### config.mk
export PLATFORM = sky130hd
export DESIGN_NAME = intr_regs
export DESIGN_NICKNAME = d
export VERILOG_FILES = /design/src/rtl/intr_regs_pkg.sv /design/src/rtl/intr_regs_ctrl.sv /design/src/rtl/intr_regs_dp.sv /design/src/rtl/intr_regs.sv
export SDC_FILE = /design/constraint.sdc
export NUM_CORES = 1
export LEC_CHECK = 0
export BUFFER_PORTS_ARGS = -buffer_cell sky130_fd_sc_hd__buf_2
export CAP_MARGIN = 20
export CORE_MARGIN = 2
export CORE_UTILIZATION = 43
export DETAILED_ROUTE_END_ITERATION = 10
export PLACE_DENSITY = 0.85
export SYNTH_ARGS = -nofsm -noshare
export SYNTH_HDL_FRONTEND = slang
export SYNTH_SLANG_ARGS = --single-unit
export TNS_END_PERCENT = 10
### constraint.sdc
create_clock -name clk -period 1.16 [get_ports clk]
set_input_delay 0.232 -clock clk [delete_from_list [all_inputs] [get_ports clk]]
set_output_delay 0.232 -clock clk [all_outputs]
set_load 0.1 [all_outputs]
### src/rtl/intr_regs_pkg.sv
package intr_regs_pkg;
  localparam int NUM_SRC    = 2;
  localparam int DEV_IDX    = 0;
  localparam int ERR_IDX    = 1;
  localparam int BUSY_BIT   = 7;
  localparam int OFS_ERR_LO = 0;
  localparam int OFS_ERR_HI = 1;
  localparam int OFS_STATUS = 3;
  localparam int OFS_ENSET  = 5;
  localparam int OFS_CLEAR  = 7;

  typedef struct packed {
    logic [NUM_SRC-1:0] setEn;
    logic [NUM_SRC-1:0] clrPend;
  } strobe_t;
endpackage

### src/rtl/intr_regs_ctrl.sv
module intr_regs_ctrl
  import intr_regs_pkg::*;
#(
  parameter int ADDR_W = 3,
  parameter int DATA_W = 32
) (
  input  logic                 wrEn,
  input  logic [ADDR_W-1:0]    addr,
  input  logic [DATA_W-1:0]    wrData,
  input  logic                 devStatRd,
  input  logic [7:0]           devStatByte,
  output strobe_t              strobes
);
  logic ackRead;
  logic hitSet;
  logic hitClr;

  assign ackRead = devStatRd && !devStatByte[BUSY_BIT];
  assign hitSet  = wrEn && (addr == ADDR_W'(OFS_ENSET));
  assign hitClr  = wrEn && (addr == ADDR_W'(OFS_CLEAR));

  always_comb begin
    strobes.setEn   = hitSet ? wrData[NUM_SRC-1:0] : '0;
    strobes.clrPend = (hitClr ? wrData[NUM_SRC-1:0] : '0) | {NUM_SRC{ackRead}};
  end
endmodule

### src/rtl/intr_regs_dp.sv
module intr_regs_dp
  import intr_regs_pkg::*;
#(
  parameter int ADDR_W = 3,
  parameter int DATA_W = 32,
  parameter int ERR_W  = 64
) (
  input  logic               clk,
  input  logic               rstN,
  input  strobe_t            strobes,
  input  logic [NUM_SRC-1:0] srcIn,
  input  logic [ERR_W-1:0]   errAddrIn,
  input  logic [ADDR_W-1:0]  addr,
  output logic [NUM_SRC-1:0] pendingQ,
  output logic [NUM_SRC-1:0] enableQ,
  output logic [ERR_W-1:0]   errAddrQ,
  output logic [DATA_W-1:0]  rdData,
  output logic               irqOut
);
  for (genvar i = 0; i < NUM_SRC; i++) begin : gSrc
    always_ff @(posedge clk or negedge rstN) begin
      if (!rstN) begin
        pendingQ[i] <= 1'b0;
        enableQ[i]  <= 1'b0;
      end else begin
        if (strobes.clrPend[i]) pendingQ[i] <= 1'b0;
        else if (srcIn[i])      pendingQ[i] <= 1'b1;
        if (strobes.setEn[i])   enableQ[i]  <= 1'b1;
      end
    end
  end

  always_ff @(posedge clk or negedge rstN) begin
    if (!rstN) errAddrQ <= '0;
    else if (srcIn[ERR_IDX] && !pendingQ[ERR_IDX]) errAddrQ <= errAddrIn;
  end

  assign irqOut = |(pendingQ & enableQ);

  always_comb begin
    rdData = '0;
    case (int'(addr))
      OFS_ERR_LO: rdData = errAddrQ[DATA_W-1:0];
      OFS_ERR_HI: rdData = errAddrQ[ERR_W-1:DATA_W];
      OFS_STATUS: rdData = DATA_W'(pendingQ);
      OFS_ENSET:  rdData = DATA_W'(enableQ);
      default:    rdData = '0;
    endcase
  end
endmodule

### src/rtl/intr_regs.sv
module intr_regs
  import intr_regs_pkg::*;
#(
  parameter int ADDR_W = 3,
  parameter int DATA_W = 32
) (
  input  logic                clk,
  input  logic                rstN,
  input  logic                wrEn,
  input  logic [ADDR_W-1:0]   addr,
  input  logic [DATA_W-1:0]   wrData,
  output logic [DATA_W-1:0]   rdData,
  input  logic                devIrq,
  input  logic                memErr,
  input  logic [2*DATA_W-1:0] errAddr,
  input  logic                devStatRd,
  input  logic [7:0]          devStatByte,
  output logic                irqOut
);
  localparam int ERR_W = 2 * DATA_W;

  strobe_t            strobes;
  logic [NUM_SRC-1:0] srcIn;
  logic [NUM_SRC-1:0] pendingQ;
  logic [NUM_SRC-1:0] enableQ;
  logic [ERR_W-1:0]   errAddrQ;

  always_comb begin
    srcIn          = '0;
    srcIn[DEV_IDX] = devIrq;
    srcIn[ERR_IDX] = memErr;
  end

  intr_regs_ctrl #(.ADDR_W(ADDR_W), .DATA_W(DATA_W)) uCtrl (
    .wrEn(wrEn), .addr(addr), .wrData(wrData),
    .devStatRd(devStatRd), .devStatByte(devStatByte), .strobes(strobes)
  );

  intr_regs_dp #(.ADDR_W(ADDR_W), .DATA_W(DATA_W), .ERR_W(ERR_W)) uDp (
    .clk(clk), .rstN(rstN), .strobes(strobes), .srcIn(srcIn),
    .errAddrIn(errAddr), .addr(addr), .pendingQ(pendingQ), .enableQ(enableQ),
    .errAddrQ(errAddrQ), .rdData(rdData), .irqOut(irqOut)
  );
endmodule

==> impl_metrics.json, run 1 <==
{
  "status": "finished with violations",
  "dieArea_um2": 8380,
  "crit_path_start_kind": "flop",
  "slowest_stage": "dfrtp_1",
  "h-tree-depth": 3,
  "yosys.area.top_type_share_pct": 51.6,
  "critical_path.max_fanout": 3,
  "path_class": "flop to output pin",
  "whs_ps": 78.0,
  "row_count": 31,
  "initial_core_util_pct": 45.0,
  "slew_headroom_pct": 73.4,
  "syn_nets": 312,
  "rsz0062_at_grt": "yes",
  "routed_wl_um": 7690,
  "vdd_ir_drop_max_uv": 943,
  "layout_min_cycle_time_ps": 1550,
  "fin_ws_ps": -386,
  "path_cells": "buf_6 -> a22oi_2 -> a31oi_4 -> buf_12",
  "cts_tree": "yes",
  "hold_viol_final": 0,
  "area_growth_pct": 53.9,
  "initialDrtViolationCount": 39,
  "drv_slew": 0,
  "postSynthCellCount": 199,
  "synth_area_per_cell_um2": 16.6,
  "synth_top_area_cell": "dfrtp_1",
  "min_period_over_period_pct": 133,
  "ys_seq_elements": 68,
  "clock.fmax_ghz": 0.647,
  "seq_area_frac_synth_pct": 51.6,
  "core_um2": 7330,
  "routabilityCongestion": 0.788,
  "p_leak_nw": 2.43,
  "worstHoldPathType": "input port to flop",
  "crit_cells": 4,
  "layout.nets": 442,
  "grt_antenna_before_repair": 0,
  "place_ws_ps": -357,
  "clock_path_buffers": 2,
  "power_mw": 8.12,
  "place_area_um2": 4600,
  "synth-warning-count": 0,
  "required_ps": 930,
  "clkTransAtPathRegs_ps": 70,
  "cp.arrival_ps": 1310,
  "reg2reg_slack_ps": -310,
  "wl_per_cell_um": 17.8,
  "numCtsBuffers": 9,
  "num_vias": 2193,
  "worst_pin_slew_ps": 399,
  "grt_pass1_vias": 2455,
  "setup_violations": 97,
  "synth_area_leaders": "dfrtp_1 52%, mux2_4 27%, a22o_2 6.4%",
  "pin_count": 146,
  "cp_top_family": "flip-flops",
  "p_per_area_nw_per_um2": 1600,
  "grt_max_degree": 37,
  "syn_area_um2": 3300,
  "gr-total-overflow": 0,
  "fin_area_um2": 5070,
  "timing.max_cap.violations": 0,
  "io_buffers": 108,
  "min_path_cells": 2,
  "die_x_um": 91.5,
  "drtAntennaViolNets": 0,
  "grt_pass1_wl_um": 12400,
  "track_usage_pct": 18.9,
  "r2r_cells": 4,
  "route.detailed.drc": 0,
  "violations": "negative setup slack",
  "root_buffer": "clkbuf_8",
  "hpwl_um": 5280,
  "fin_worst_skew_ps": 9.35,
  "antenna_cells": 0,
  "dr.pass1.iters": 4,
  "critPathCaptureType": "output pin",
  "cts_sinks": 68,
  "slowest_delay_ps": 390,
  "clock_latency_ps": 340,
  "viasPerCell": 5.06,
  "drive_above_1_share_pct": 75.4,
  "die_h_um": 91.5,
  "timing.critical_path.buf_inv": 2,
  "fillers": 489,
  "synth_cell_types": 23
}
## power breakdown
group | internal (mW) | switching, mW
Clock | 1.21 | 0.845
Sequential | 2.86 | 0.390
Combinational | 1.47 | 1.34
## metal layers
| metal | up-vias | share of wire, % | track usage [%] |
|---|---|---|---|
| met5 | - | 0 | 0 |
| met4 | 0 | 2.3 | 8.71 |
| met3 | 15 | 5.1 | 3.49 |
| met2 | 79 | 50 | 30.9 |
| met1 | 1097 | 43 | 24.4 |
| li1 | 1002 | - | - |
## worst register-to-register path: stages (launching register included)
cell	delay (ps)
dfrtp_1	390
buf_4	150
nor2b_4	170
buf_12	270
mux2_2	390
## cell usage in the layout, fill, tap and decap left out
master | Yosys | routed
a22o_4 | 0 | 29
clkinv_4 | 0 | 1
mux2_4 | 60 | 60
nor2b_2 | 1 | 1
buf_4 | 1 | 13
clkbuf_8 | 0 | 9
nand2_1 | 2 | 2
buf_8 | 0 | 1
buf_6 | 5 | 6
dlygate4sd3_1 | 0 | 1
buf_2 | 1 | 72
a21oi_2 | 0 | 1
a22oi_2 | 0 | 2
nor2b_4 | 0 | 2
nor3b_4 | 1 | 1
mux2_2 | 4 | 4
a21o_1 | 2 | 2
and4b_2 | 1 | 1
a21oi_1 | 4 | 3
o21ai_0 | 2 | 2
nor2_4 | 0 | 1
nor3_4 | 0 | 1
nand2b_1 | 1 | 1
a22o_2 | 21 | 2
clkinv_2 | 0 | 1
and4_2 | 1 | 1
a31oi_4 | 0 | 2
buf_12 | 6 | 39
clkbuf_1 | 0 | 3
bufinv_16 | 0 | 2
dfrtp_1 | 68 | 68
## cells by family (layout without fill, tap and decap cells)
| kind of cell | Yosys count | count (layout) | synth area share (%) |
|---|---|---|---|
| and+or+nand+nor | 11 | 11 | 2.70 |
| DFF | 68 | 68 | 51.6 |
| muxes | 64 | 64 | 28.7 |
| buffers and inverters | 13 | 148 | 5.73 |
| AOI/OAI and AO/OA | 43 | 43 | 11.2 |
## sequential cells by signal, summed over array words and instances (netlist names)
signal        count
uDp.errAddrQ     64
uDp.pendingQ      2
uDp.enableQ       2
## final timing paths
| kind | endpoint | from |
|---|---|---|
| worst max-delay path | rdData[1] | uDp.pendingQ[1] |
| max in group asynchronous | uDp.errAddrQ[35] | rstN |
| worst min register to register | uDp.enableQ[1] | uDp.enableQ[1] |
| min in group asynchronous | uDp.errAddrQ[17] | rstN |
| worst max register to register | uDp.errAddrQ[44] | uDp.pendingQ[1] |
| worst min-delay path | uDp.pendingQ[0] | wrData[0] |
## through the flow
stage          cells  setup TNS (ps)  utilization (%)
2_1_floorplan    199          -11490                -
3_3_place_gp     406          -16650             62.7
3_5_place_dp     406          -19400             62.7
4_1_cts          430          -26140             67.9
5_1_grt          433          -29000             69.2
6_report         433          -26110             69.2
## area by class of cell
cell class                      count  area (um2)  share of cell area (%)
Multi-Input combinational cell    118        1710                    33.7
Sequential cell                    68        1700                    33.5
Timing Repair Buffer              132        1330                    26.2
Clock buffer                       12         135                    2.66
Tap cell                           99         124                    2.44
Clock inverter                      4        73.8                    1.45
## cells in the mapped netlist, drive strengths merged
library cell,instances
a31oi,2
nor2b,3
dfrtp,68
o21ai,2
a21oi,4
buf,13
mux2,64
nand2,2
nor3,1
a21o,2
nor2,1
nand2b,1
a22o,31
nor3b,1
a22oi,2
and4b,1
and4,1
## what timing repair did
action                                 in CTS  in global routing
pin swaps                                  18                 12
endpoints found under the hold margin      68                  0
hold buffers                                1                  0
gates resized for setup                    21                 15
cloned                                      2                  0
setup buffers                               5                  3
setup endpoints to repair                  97                 97
(Power assumes the default switching activity.)
==> inputs of run 2 (changes only) <==
Settings changed: CAP_MARGIN 20 to default, GPL_TIMING_DRIVEN from default to 1, PLACE_DENSITY 0.85 to 0.77.
==> run 2 against run 1 <==
Register-to-register slack hardly changed. Clock skew is 2.2 ps lower. The run still ends with negative setup slack left. Sequential share of layout area is 0.46 points lower. Cell area is 1.4% higher. Largest cell class unchanged. Clock power is 5% higher. Via count hardly changed. Combinational power hardly changed.
==> impl_metrics.json, run 2 (synthesis results as in run 1) <==
{
  "status": "finished with violations",
  "violations": "negative setup slack",
  "timing.max_cap.violations": 0,
  "wl_per_cell_um": 18.5,
  "fin_ws_ps": -380,
  "required_ps": 930,
  "path_cells": "buf_6 -> a22oi_2 -> a31oi_4 -> buf_12",
  "grt_antenna_before_repair": 0,
  "p_per_area_nw_per_um2": 1600,
  "largest_register_ffs": 64,
  "worst_pin_slew_ps": 367,
  "grt_pass1_vias": 2430,
  "die_x_um": 91.5,
  "track_usage_pct": 19.8,
  "antenna_cells": 0,
  "p_leak_nw": 2.46,
  "r2r_end": "uDp.errAddrQ[44]",
  "hold_viol_final": 0,
  "final_common_cell": "buf_2",
  "r2r_start": "uDp.pendingQ[1]",
  "clock_latency_ps": 340,
  "area_growth_pct": 56.1,
  "p_int_mw": 5.54,
  "rsz0062_at_grt": "yes",
  "viasPerCell": 5.06,
  "grt_pass1_wl_um": 12700,
  "drv_slew": 0,
  "cts_sinks": 68,
  "io_buffers": 108,
  "worstHoldPathType": "input port to flop",
  "reg2reg_slack_ps": -310,
  "core_um2": 7330,
  "num_vias": 2194,
  "place_area_um2": 4620,
  "slowest_stage": "dfrtp_1",
  "top_register": "uDp.errAddrQ",
  "p_clk_share_pct": 26.3,
  "dr.pass1.iters": 4,
  "final_util_pct": 70.2,
  "holdCritStartpoint": "wrData[0]",
  "grt_max_degree": 40,
  "critical_path.max_fanout": 3,
  "layout.nets": 443,
  "drive_above_1_share_pct": 76.4,
  "initial_core_util_pct": 45.0,
  "crit_path_start_kind": "flop",
  "min_period_over_period_pct": 133,
  "hpwl_um": 5340,
  "layout_common_cells": "72 x buf_2, 68 x dfrtp_1, 61 x mux2_4",
  "routabilityCongestion": 0.760,
  "hold-path-endpoint": "uDp.pendingQ[0]",
  "route.detailed.drc": 0,
  "cp.arrival_ps": 1310,
  "row_count": 31,
  "path_class": "flop to output pin",
  "min_path_cells": 2,
  "layout_min_cycle_time_ps": 1540,
  "root_buffer": "clkbuf_8",
  "fin_area_um2": 5140,
  "vdd_ir_drop_max_uv": 865,
  "largestRegisters": "uDp.errAddrQ: 64 flops, uDp.enableQ: 2 flops, uDp.pendingQ: 2 flops",
  "power_switching_share_pct": 32.6,
  "drtAntennaViolNets": 0,
  "cts_tree": "yes",
  "clock_path_buffers": 2,
  "initialDrtViolationCount": 50,
  "numCtsBuffers": 9,
  "critPathCaptureType": "output pin",
  "h-tree-depth": 3,
  "die_h_um": 91.5,
  "slowest_delay_ps": 390,
  "slew_headroom_pct": 75.5,
  "clock.fmax_ghz": 0.650,
  "pin_count": 146,
  "clkTransAtPathRegs_ps": 80,
  "setup_violations": 97,
  "dieArea_um2": 8380,
  "pwr-share-comb_pct": 34.2,
  "fin_worst_skew_ps": 7.10,
  "routed_wl_um": 8010,
  "fin_tns_setup_ps": -25920,
  "gr-total-overflow": 0,
  "p_switching_mw": 2.68,
  "r2r_cells": 4,
  "power_frac_seq_pct": 39.5
}
[run 2: cell count changes in the layout (fill, tap and decap cells not counted), moves of 2 or more]
cell	before	now
buf_16	0	3
buf_6	6	3
buf_8	1	4
clkbuf_1	3	0
buf_12	39	37
clkinvlp_4	0	2
inv_6	0	2
[run 2: metal layers]
layer | track usage [%] | part of all wire, % | vias up
met3 | 6.39 | 5.6 | 8
met4 | 5.68 | 0.85 | 0
met1 | 24.5 | 43 | 1103
met2 | 33.0 | 51 | 77
li1 | - | - | 1006
met5 | 0 | 0 | -
[run 2: through the flow]
| step | hold slack (ps) | instances | setup slack [ps] | total power, mW |
|---|---|---|---|---|
| after CTS | 55.4 | 435 | -408 | 8.24 |
| after global routing | 60.8 | 434 | -441 | 8.60 |
| final | 69.7 | 434 | -380 | 8.23 |
| after floorplan | -63.6 | 199 | -178 | 5.02 |
| after global placement | 224 | 407 | -292 | 5.82 |
| after detailed placement | 236 | 407 | -311 | 5.90 |
[run 2: how the worst max path moves through the flow]
stage                     from  cells past startpoint         end
2_1_floorplan          addr[1]                      3  rdData[10]
3_3_place_gp           addr[1]                      5  rdData[24]
3_5_place_dp           addr[1]                      5  rdData[24]
4_1_cts        uDp.pendingQ[1]                      4   rdData[1]
5_1_grt        uDp.pendingQ[1]                      4   rdData[1]
6_report       uDp.pendingQ[1]                      4   rdData[1]
[run 2: final cells by class]
cell class                      count  area, um2
Clock buffer                        9        124
Sequential cell                    68       1700
Clock inverter                      7       97.6
Fill cell                         466       2190
Tap cell                           99        124
Timing Repair Buffer              133       1390
Multi-Input combinational cell    118       1710
[run 2: repair_timing]
| item | 4_1_cts | 5_1_grt |
|---|---|---|
| cloned | 3 | 0 |
| setup buffers | 9 | 0 |
| endpoints found under the setup margin | 97 | 97 |
| hold buffers | 1 | 0 |
| pin swaps | 12 | 8 |
| gates resized for setup | 25 | 11 |
| endpoints found under the hold margin | 68 | 0 |
[run 2: power by group through the flow]
stage	clock, mW	combinational (mW)	sequential, mW
floorplan	0	1.89	3.13
global placement	0	2.62	3.19
detailed placement	0	2.67	3.22
CTS	2.22	2.81	3.21
global route	2.36	2.93	3.31
finish	2.17	2.81	3.25
[run 2: critical path, delay by kind of cell (launching register included)]
family | cells | cell delay (ps)
DFF | 1 | 390
buffers and inverters | 2 | 300
AOI/OAI and AO/OA | 2 | 270
